[src/rtl/mcPkg.sv]
package mcPkg;
  localparam int XLEN = 32;
  localparam int REG_COUNT = 32;
  localparam int REG_IDX_W = $clog2(REG_COUNT);
  localparam int IMM_W = 16;

  localparam logic [5:0] OP_RTYPE = 6'h00;
  localparam logic [5:0] OP_BEQ   = 6'h04;
  localparam logic [5:0] OP_ADDI  = 6'h08;
  localparam logic [5:0] OP_LW    = 6'h23;
  localparam logic [5:0] OP_SW    = 6'h2B;
  localparam logic [5:0] FN_ADD   = 6'h20;

  typedef enum logic [1:0] {
    SRCB_REG,
    SRCB_FOUR,
    SRCB_IMM,
    SRCB_IMMSH
  } srcBSel_e;

  typedef enum logic [3:0] {
    ST_FETCH,
    ST_DECODE,
    ST_ADDR,
    ST_MEMRD,
    ST_WBMEM,
    ST_MEMWR,
    ST_EXEI,
    ST_WBI,
    ST_EXER,
    ST_WBR,
    ST_BRANCH
  } coreState_e;

  typedef struct packed {
    logic     pcWrite;
    logic     pcWriteCond;
    logic     pcSrcTarget;
    logic     iOrD;
    logic     memWrite;
    logic     irWrite;
    logic     mdrWrite;
    logic     regWrite;
    logic     regDstRd;
    logic     memToReg;
    logic     srcAReg;
    srcBSel_e srcB;
    logic     aluSub;
    logic     targetWrite;
    logic     aluOutWrite;
  } strobes_t;
endpackage

[src/rtl/mcAlu.sv]
module mcAlu
  import mcPkg::*;
#(
  parameter int WIDTH = XLEN
) (
  input  logic [WIDTH-1:0] opA,
  input  logic [WIDTH-1:0] opB,
  input  logic             sub,
  output logic [WIDTH-1:0] result,
  output logic             zero
);
  always_comb begin
    if (sub) result = opA - opB;
    else     result = opA + opB;
    zero = (result == '0);
  end
endmodule

[src/rtl/mcRegFile.sv]
module mcRegFile
  import mcPkg::*;
#(
  parameter int WIDTH = XLEN,
  parameter int COUNT = REG_COUNT
) (
  input  logic                     clk,
  input  logic                     rstN,
  input  logic [$clog2(COUNT)-1:0] rdAddrA,
  input  logic [$clog2(COUNT)-1:0] rdAddrB,
  output logic [WIDTH-1:0]         rdDataA,
  output logic [WIDTH-1:0]         rdDataB,
  input  logic                     wrEn,
  input  logic [$clog2(COUNT)-1:0] wrAddr,
  input  logic [WIDTH-1:0]         wrData
);
  logic [WIDTH-1:0] regs [1:COUNT-1];

  genvar g;
  generate
    for (g = 1; g < COUNT; g++) begin : gReg
      always_ff @(posedge clk) begin
        if (!rstN) regs[g] <= '0;
        else if (wrEn && wrAddr == g) regs[g] <= wrData;
      end
    end
  endgenerate

  always_comb begin
    rdDataA = (rdAddrA == '0) ? '0 : regs[rdAddrA];
    rdDataB = (rdAddrB == '0) ? '0 : regs[rdAddrB];
  end
endmodule

[src/rtl/mcDatapath.sv]
module mcDatapath
  import mcPkg::*;
(
  input  logic             clk,
  input  logic             rstN,
  input  strobes_t         ctl,
  input  logic [XLEN-1:0]  memRdata,
  output logic [XLEN-1:0]  memAddr,
  output logic [XLEN-1:0]  memWdata,
  output logic             memWe,
  output logic [5:0]       opcode,
  output logic [5:0]       funct,
  output logic             aluZero,
  output logic [XLEN-1:0]  pcVal
);
  localparam int EXT_W = XLEN - IMM_W;

  logic [XLEN-1:0] pc, ir, mdr, regA, regB, aluOut, target;
  logic [XLEN-1:0] rfA, rfB, immExt, aluInA, aluInB, aluRes, wbData, pcNext;
  logic [REG_IDX_W-1:0] wbAddr;
  logic pcEn;

  assign opcode = ir[31:26];
  assign funct  = ir[5:0];
  assign immExt = {{EXT_W{ir[IMM_W-1]}}, ir[IMM_W-1:0]};
  assign pcVal  = pc;

  mcRegFile #(.WIDTH(XLEN), .COUNT(REG_COUNT)) uRegs (
    .clk(clk), .rstN(rstN),
    .rdAddrA(ir[25:21]), .rdAddrB(ir[20:16]),
    .rdDataA(rfA), .rdDataB(rfB),
    .wrEn(ctl.regWrite), .wrAddr(wbAddr), .wrData(wbData)
  );

  always_comb begin
    aluInA = ctl.srcAReg ? regA : pc;
    case (ctl.srcB)
      SRCB_REG:   aluInB = regB;
      SRCB_FOUR:  aluInB = 32'd4;
      SRCB_IMM:   aluInB = immExt;
      default:    aluInB = {immExt[XLEN-3:0], 2'b00};
    endcase
  end

  mcAlu #(.WIDTH(XLEN)) uAlu (
    .opA(aluInA), .opB(aluInB), .sub(ctl.aluSub),
    .result(aluRes), .zero(aluZero)
  );

  always_comb begin
    wbAddr   = ctl.regDstRd ? ir[15:11] : ir[20:16];
    wbData   = ctl.memToReg ? mdr : aluOut;
    pcNext   = ctl.pcSrcTarget ? target : aluRes;
    pcEn     = ctl.pcWrite | (ctl.pcWriteCond & aluZero);
    memAddr  = ctl.iOrD ? aluOut : pc;
    memWdata = regB;
    memWe    = ctl.memWrite;
  end

  always_ff @(posedge clk) begin
    if (!rstN) begin
      pc     <= '0;
      ir     <= '0;
      mdr    <= '0;
      regA   <= '0;
      regB   <= '0;
      aluOut <= '0;
      target <= '0;
    end else begin
      regA <= rfA;
      regB <= rfB;
      if (pcEn)            pc     <= pcNext;
      if (ctl.irWrite)     ir     <= memRdata;
      if (ctl.mdrWrite)    mdr    <= memRdata;
      if (ctl.aluOutWrite) aluOut <= aluRes;
      if (ctl.targetWrite) target <= aluRes;
    end
  end
endmodule

[src/rtl/mcControl.sv]
module mcControl
  import mcPkg::*;
(
  input  logic       clk,
  input  logic       rstN,
  input  logic [5:0] opcode,
  input  logic [5:0] funct,
  output strobes_t   ctl,
  output coreState_e curState
);
  coreState_e state, nextState;

  assign curState = state;

  always_ff @(posedge clk) begin
    if (!rstN) state <= ST_FETCH;
    else       state <= nextState;
  end

  always_comb begin
    nextState = ST_FETCH;
    case (state)
      ST_FETCH:  nextState = ST_DECODE;
      ST_DECODE: begin
        case (opcode)
          OP_LW, OP_SW: nextState = ST_ADDR;
          OP_ADDI:      nextState = ST_EXEI;
          OP_BEQ:       nextState = ST_BRANCH;
          OP_RTYPE:     nextState = (funct == FN_ADD) ? ST_EXER : ST_FETCH;
          default:      nextState = ST_FETCH;
        endcase
      end
      ST_ADDR:   nextState = (opcode == OP_LW) ? ST_MEMRD : ST_MEMWR;
      ST_MEMRD:  nextState = ST_WBMEM;
      ST_EXEI:   nextState = ST_WBI;
      ST_EXER:   nextState = ST_WBR;
      default:   nextState = ST_FETCH;
    endcase
  end

  always_comb begin
    ctl = '0;
    ctl.srcB = SRCB_REG;
    case (state)
      ST_FETCH: begin
        ctl.irWrite = 1'b1;
        ctl.pcWrite = 1'b1;
        ctl.srcB    = SRCB_FOUR;
      end
      ST_DECODE: begin
        ctl.srcB        = SRCB_IMMSH;
        ctl.targetWrite = (opcode == OP_BEQ);
      end
      ST_ADDR, ST_EXEI: begin
        ctl.srcAReg     = 1'b1;
        ctl.srcB        = SRCB_IMM;
        ctl.aluOutWrite = 1'b1;
      end
      ST_MEMRD: begin
        ctl.iOrD     = 1'b1;
        ctl.mdrWrite = 1'b1;
      end
      ST_WBMEM: begin
        ctl.regWrite = 1'b1;
        ctl.memToReg = 1'b1;
      end
      ST_MEMWR: begin
        ctl.iOrD     = 1'b1;
        ctl.memWrite = 1'b1;
      end
      ST_WBI: ctl.regWrite = 1'b1;
      ST_EXER: begin
        ctl.srcAReg     = 1'b1;
        ctl.srcB        = SRCB_REG;
        ctl.aluOutWrite = 1'b1;
      end
      ST_WBR: begin
        ctl.regWrite = 1'b1;
        ctl.regDstRd = 1'b1;
      end
      ST_BRANCH: begin
        ctl.srcAReg     = 1'b1;
        ctl.srcB        = SRCB_REG;
        ctl.aluSub      = 1'b1;
        ctl.pcWriteCond = 1'b1;
        ctl.pcSrcTarget = 1'b1;
      end
      default: ;
    endcase
  end
endmodule

[src/rtl/mcCore.sv]
module mcCore
  import mcPkg::*;
(
  input  logic        clk,
  input  logic        rstN,
  output logic [31:0] memAddr,
  output logic [31:0] memWdata,
  output logic        memWe,
  input  logic [31:0] memRdata
);
  strobes_t   ctl;
  coreState_e curState;
  logic [5:0] opcode, funct;
  logic       aluZero;
  logic [XLEN-1:0] pcVal;

  mcControl uCtl (
    .clk(clk), .rstN(rstN), .opcode(opcode), .funct(funct),
    .ctl(ctl), .curState(curState)
  );

  mcDatapath uDp (
    .clk(clk), .rstN(rstN), .ctl(ctl), .memRdata(memRdata),
    .memAddr(memAddr), .memWdata(memWdata), .memWe(memWe),
    .opcode(opcode), .funct(funct), .aluZero(aluZero), .pcVal(pcVal)
  );
endmodule

[config.mk]
export PLATFORM = sky130hd
export DESIGN_NAME = mcCore
export DESIGN_NICKNAME = d
export VERILOG_FILES = /design/src/rtl/mcPkg.sv /design/src/rtl/mcAlu.sv /design/src/rtl/mcRegFile.sv /design/src/rtl/mcDatapath.sv /design/src/rtl/mcControl.sv /design/src/rtl/mcCore.sv
export SDC_FILE = /design/constraint.sdc
export NUM_CORES = 2
export LEC_CHECK = 0
export BUFFER_PORTS_ARGS = -buffer_cell sky130_fd_sc_hd__buf_2
export CORE_AREA = 2 2 340 342
export DETAILED_ROUTE_END_ITERATION = 8
export DIE_AREA = 0 0 342 344
export GPL_TIMING_DRIVEN = 0
export PLACE_DENSITY_LB_ADDON = 0.25
export SYNTH_ARGS = -nofsm -noshare
export SYNTH_HDL_FRONTEND = slang
export SYNTH_SLANG_ARGS = --single-unit
[constraint.sdc]
create_clock -name clk -period 8.1 [get_ports clk]
set_clock_uncertainty 0.15 [all_clocks]
set_input_delay 0.81 -clock clk [delete_from_list [all_inputs] [get_ports clk]]
set_output_delay 0.81 -clock clk [all_outputs]
set_load 0.05 [all_outputs]
# Word level (Yosys, flattened, before mapping)
# Memory sizes are Yosys's and may differ from the RTL's. A register that Yosys moved wholly into a read port is not among the register bits.
# Index checks and enable logic that the tools add are counted.
[word_totals]
reg_bits = 164
ramBits = 992
input_bits = 34
word_cells = 285
n_memories = 1
[memory_table]
columns = ["memory", "depth", "word_bits", "read_ports", "rd_clocked_by_memory_dff", "write_ports", "line", "text"]
rows = [
  ["uDp.uRegs.regs", 31, 32, 2, 2, 31, "mcRegFile.sv:17", "logic [WIDTH-1:0] regs [1:COUNT-1];"],
]
[classes]
add_sub_neg = 2
n_eq_ne = 48
muxes = 149
n_bitwise = 34
reduce_logical = 45
[op_table]
columns = ["op", "count"]
rows = [
  ["$mux 32", 36],
  ["$mux 1", 105],
  ["$pmux 32 s3", 1],
  ["$eq 5x5->1 const B", 16],
  ["$eq 5x4->1 const B", 8],
  ["$add 32x32->32", 1],
  ["$logic_not 32->1", 1],
  ["$or 1x1->1", 32],
  ["$sub 32x32->32", 1],
  ["$logic_and 1x1->1", 31],
  ["$pmux 4 s6", 1],
  ["$eq 5x3->1 const B", 4],
  ["$eq 6x6->1 const B", 3],
  ["$eq 4x3->1 const B", 4],
  ["$pmux 4 s4", 1],
  ["$eq 4x4->1 const B", 3],
  ["$eq 5x2->1 const B", 2],
  ["$logic_not 5->1", 2],
  ["$reduce_or 2->1", 5],
  ["$eq 4x2->1 const B", 2],
  ["$eq 6x3->1 const B", 1],
  ["$eq 6x4->1 const B", 1],
  ["$logic_not 6->1", 1],
  ["$pmux 2 s3", 1],
  ["14 further kinds", 15],
]

# Longest topological paths before layout
[logic_depth]
word_depth = 10
mapped_depth = 28
ltp_nobuf = 23

# By module
# From an unflattened synthesis, not the netlist that was laid out.
[unflattened]
cells_unflattened = 5431
area_unflattened_um2 = 66414.9
[modules_own_cells]
columns = ["module", "n_inst", "cells_each", "area_each_um2"]
rows = [
  ["mcRegFile", 1, 4127, 53638.9],
  ["mcDatapath", 1, 885, 9857.0],
  ["mcAlu", 1, 360, 2483.6],
  ["mcControl", 1, 59, 435.4],
]

# Least setup slack after synthesis
# OpenSTA, ideal clock, no wires.
[synth_timing]
path_kind = "flip-flop to flip-flop"
from = "register uCtl.state[1] (netlist: uCtl.curState[1])"
to = "register uDp.pc[10] (netlist: uDp.pcVal[10])"
setup_ns = 0.072
arrival_ns = 5.508
required_ns = 7.878
path_slack_ns = 2.370
stages_incl_launch_ff = 27
n_path_buf = 4
path_cell_list = "dfxtp_1 buf_2 and2b_1 nand2_2 o22ai_1 nand4_1 or4_1 clkbuf_1 nor4_1 nor3b_1 o21ai_0 o21ai_0 a21oi_1 ha_1 a21o_1 a31oi_1 o2bb2ai_1 a311oi_1 a21oi_1 o22a_1 o311ai_0 nor2_1 and4_1 buf_6 nor2_8 buf_12 mux2i_1"
[synth_via]
elab_chain_len = 10
elab_cells_between_ends = 25
cone_classes = "2 x add/sub; 7 x eq/ne; 9 x mux; 2 x bitwise; 5 x reduce/logical"
[synth_lines]
columns = ["element", "line", "text"]
rows = [
  ["from (decl)", "mcControl.sv:11", "coreState_e state, nextState;"],
  ["from (signal assigned)", "mcControl.sv:17", "else state <= nextState;"],
  ["$eq 4x2->1 / $eq 4x3->1 (equally long branches)", "mcControl.sv:44", "case (state)"],
  ["$reduce_or 2->1", "n/a", ""],
  ["$pmux 2 s3", "mcControl.sv:44", ""],
  ["$eq 2x2->1 (tied with other cells)", "mcDatapath.sv:37", "case (ctl.srcB)"],
  ["$pmux 32 s3", "mcDatapath.sv:37", ""],
  ["$add 32x32->32 / $sub 32x32->32 (equally long branches)", "mcAlu.sv:14, mcAlu.sv:13", ""],
  ["$mux 32", "mcAlu.sv:13", "if (sub) result = opA - opB;"],
  ["$logic_not 32->1", "mcAlu.sv:15", "zero = (result == '0);"],
  ["$and 1x1->1", "mcDatapath.sv:54", "pcEn = ctl.pcWrite | (ctl.pcWriteCond & aluZero);"],
  ["$or 1x1->1", "mcDatapath.sv:54", ""],
  ["to (signal assigned)", "mcDatapath.sv:72", "if (pcEn) pc <= pcNext;"],
  ["to (decl)", "mcDatapath.sv:18", "logic [XLEN-1:0] pc, ir, mdr, regA, regB, aluOut, target;"],
]
# Several ways; a longest one is shown, not always the timed one.
# A chain may end at the register's enable or synchronous reset.

# Worst setup path in the final report
[layout_timing]
from = "register uCtl.state[3] (netlist: uCtl.curState[3])"
to = "register uDp.pc[29] (netlist: uDp.pcVal[29])"
# Same word-level chain as after synthesis.

==> reports/qor.tcl <==
set qor(status) {complete, but fails checks}
set qor(violations) {max-capacitance violations, max-slew violations}
set qor(finalCriticalPeriod_ns) 8.04
set qor(cp.required_ns) 8.57
set qor(ys_warn_count) 0
set qor(largest_net_degree_at_the_start_of_global_routing) 24
set qor(finish.utilization) 0.617
set qor(global_route_wire_length_before_repair_um) 326000
set qor(cp_data_arrival_time_ns) 8.50
set qor(synth_edf_count) 992
set qor(core_area_um2) 114000
set qor(worstPathMaxFanout) 10
set qor(htreeDepth) 4
set qor(most_common_library_cell_in_the_layout_ignoring_fill_and_taps) {nor2_1}
set qor(drt-pass1-iter-count) 8
set qor(max-vdd-ir-drop_mv) 0.229
set qor(gp_congestion) 1.06
set qor(slew_headroom) -0.0659
set qor(worst_pin_slew_ns) 1.59
set qor(cts.hold.buffers_added) 0
set qor(syn_inst) 5061
set qor(summed_instance_area_of_the_synthesized_netlist_um2) 62400
set qor(synth.distinct_cells) 83
set qor(chipHeight_um) 344
set qor(floorplan.die_area_um2) 118000
set qor(timing.hold.worst.class) {input pin to flop}
set qor(area_growth_pct) 12.7
set qor(cts.reportedPaths.clkPinSlew_ns) 0.06
set qor(rsz0062_at_grt) {no}
set qor(p_leak_uw) 0.0226
set qor(ant_nets) 0
set qor(routed_via_density) 6.85
set qor(cts-buffers-inserted) 131
set qor(initial_utilization) 0.548
set qor(mostFrequentLayoutCells) {nor2_1 (1085), edfxtp_1 (992), mux4_2 (422), clkbuf_1 (408), nand2_1 (406)}
set qor(grt_antenna_before_repair) 7
set qor(timing.critical_path.to_type) {flop}
set qor(ctsRootBufferMaster) {clkbuf_16}
set qor(cap_viol_max_count) 9
set qor(achievable-frequency_ghz) 0.124
set qor(layout.filler_cells) 8897
set qor(drv_slew) 71
set qor(drcViolationCount) 0
set qor(post_cts.repair.setup_buffers) 0
set qor(total_global_routing_track_utilization) 0.395
set qor(clock_path_buffers) 3
set qor(dominantRegCellSynth) {edfxtp_1}
set qor(synth.ff_latch_count) 1220
set qor(report.final.hold_viol_count) 0
set qor(clock_latency_ns) 0.77
set qor(top_level_ports) 99
set qor(design_power_total_uw) 16900
set qor(num_rows) 124
set qor(worst-setup-path-type) {flop to flop}
set qor(place_hpwl_um) 182000
set qor(post_synth.cell_area_avg_um2) 12.3
set qor(clock_sink_count) 1220
set qor(post_route_cells_drive_above_1_share) 0.187
set qor(drt-initial-drc-count) 7449
set qor(tritoncts) {yes}
set qor(number_of_global_route_vias_before_repair) 46846
set qor(fp.dieW_um) 342
set qor(synthesis.nets) 5128
set qor(setup_viol) 0
set qor(worstSetupStartpointType) {flop}
set qor(number_of_nets_in_the_finished_design) 5394
set qor(portBuffers) 98
set qor(power-per-cell-area_nw_per_um2) 240
set qor(grt_ovf) 0
set qor(detailroute.via_count) 47635
set qor(post-route-period-util) 0.992
set qor(ffs_w_async_s_r_synth) 0
set qor(drt-wirelength-per-cell_um) 33.7
set qor(drt_wl_total_um) 234000
set qor(synth.yosys.seq_area_share) 0.551
per-stage QoR:
stage	hold slack, ns	TNS (ns)	cell area (µm²)	cells	setup slack, ns
after floorplan	0.281	0	62400	5061	2.37
after global placement	0.289	-30.64	64800	6671	-1.09
after detailed placement	0.294	-29.63	65900	6702	-1.06
after CTS	0.128	0	70200	6940	0.0355
after global routing	0.149	0	70300	6944	0.0566
final	0.148	0	70300	6949	0.0633
area by class of cell:
type,instances,area (µm²),share of cell area
diodes,5,12.5,0.000178
plain buffers,484,1890,0.0269
clock buffers,166,3530,0.0503
clock inverters,72,727,0.0103
inverters,14,52.6,0.000748
multi-input cells,3342,26500,0.377
flip-flops and latches,1220,34400,0.489
well taps,1512,1890,0.0269
repair buffers,134,1300,0.0185
kinds of logic (layout without fill, tap and decap cells):
family,Yosys count,after routing,synth area share
AOI/OAI and AO/OA,708,708,0.0719
xor gates and xnor gates,46,46,0.00646
adders and majority gates,33,33,0.00674
buffers and inverters,499,870,0.0310
DFF,1220,1220,0.551
muxes,820,820,0.220
other,0,5,0
and+or+nand+nor,1735,1735,0.114
sequential cells by signal, summed over array words and instances, names as in the netlist:
register,count
uDp.uRegs.regs,992
uDp.aluOut,32
uDp.ir,32
uDp.mdr,32
uDp.memWdata,32
uDp.pcVal,32
uDp.regA,32
uDp.target,32
uCtl.curState,4
worst max-delay path, stage by stage (launching register included):
cell,delay [ns]
dfxtp_1,0.32
buf_2,0.20
buf_2,0.21
clkbuf_1,0.24
nor2b_1,0.22
nand2_1,0.56
buf_2,0.61
clkbuf_1,0.68
nand2_1,0.32
xnor2_1,0.31
ha_1,0.34
and2_1,0.20
a221o_1,0.35
a211oi_2,0.58
a311oi_2,0.31
a21oi_1,0.34
o22a_1,0.23
o21ai_0,0.15
xor2_1,0.47
and4_1,0.31
buf_6,0.18
buf_2,0.29
o21ai_1,0.08
nor3b_2,0.17
Yosys cell counts, types with 32 or more instances:
library cell / count / share of area
nor2_1: 1086 / 0.065
edfxtp_1: 992 / 0.48
mux4_2: 422 / 0.15
nand2_1: 406 / 0.024
clkbuf_1: 388 / 0.023
a21oi_1: 254 / 0.020
dfxtp_1: 228 / 0.073
mux2i_1: 226 / 0.036
mux2_2: 172 / 0.031
o21ai_0: 161 / 0.013
a221oi_1: 112 / 0.016
nor3_1: 98 / 0.0079
buf_1: 83 / 0.0050
o221ai_1: 47 / 0.0066
ha_1: 32 / 0.0064
power by group:
group	internal [µW]	total (µW)	switching, µW
Combinational	1200	3550	2350
Clock	3490	6100	2610
Sequential	7040	7250	209
Total	11700	16900	5170
path summary, 6_finish.rpt:
kind	slack (ns)	endpoint	start	depth (start not counted)
worst max-delay path	0.06	uDp.pcVal[29]$_SDFFE_PN0P_	uCtl.curState[3]$_SDFF_PN0_	23
worst min-delay path	0.15	uDp.mdr[6]$_SDFFE_PN0P_	memRdata[6]	3
worst max register to register	0.06	uDp.pcVal[29]$_SDFFE_PN0P_	uCtl.curState[3]$_SDFF_PN0_	23
worst min register to register	0.30	uDp.target[15]$_SDFFE_PN0P_	uDp.target[15]$_SDFFE_PN0P_	2
per-layer routing:
layer,GRT usage,vias to the layer above,share of wire
li1,-,19535,-
met1,0.468,23384,0.33
met2,0.617,3779,0.45
met3,0.121,929,0.13
met4,0.284,8,0.085
met5,0,-,0.00018
timing repair:
| action | in CTS | in global routing |
|---|---|---|
| gates cloned | 0 | 0 |
| endpoints found under the setup margin | 32 | 32 |
| gates resized for setup | 11 | 6 |
Power figures use the tool's default switching activity.
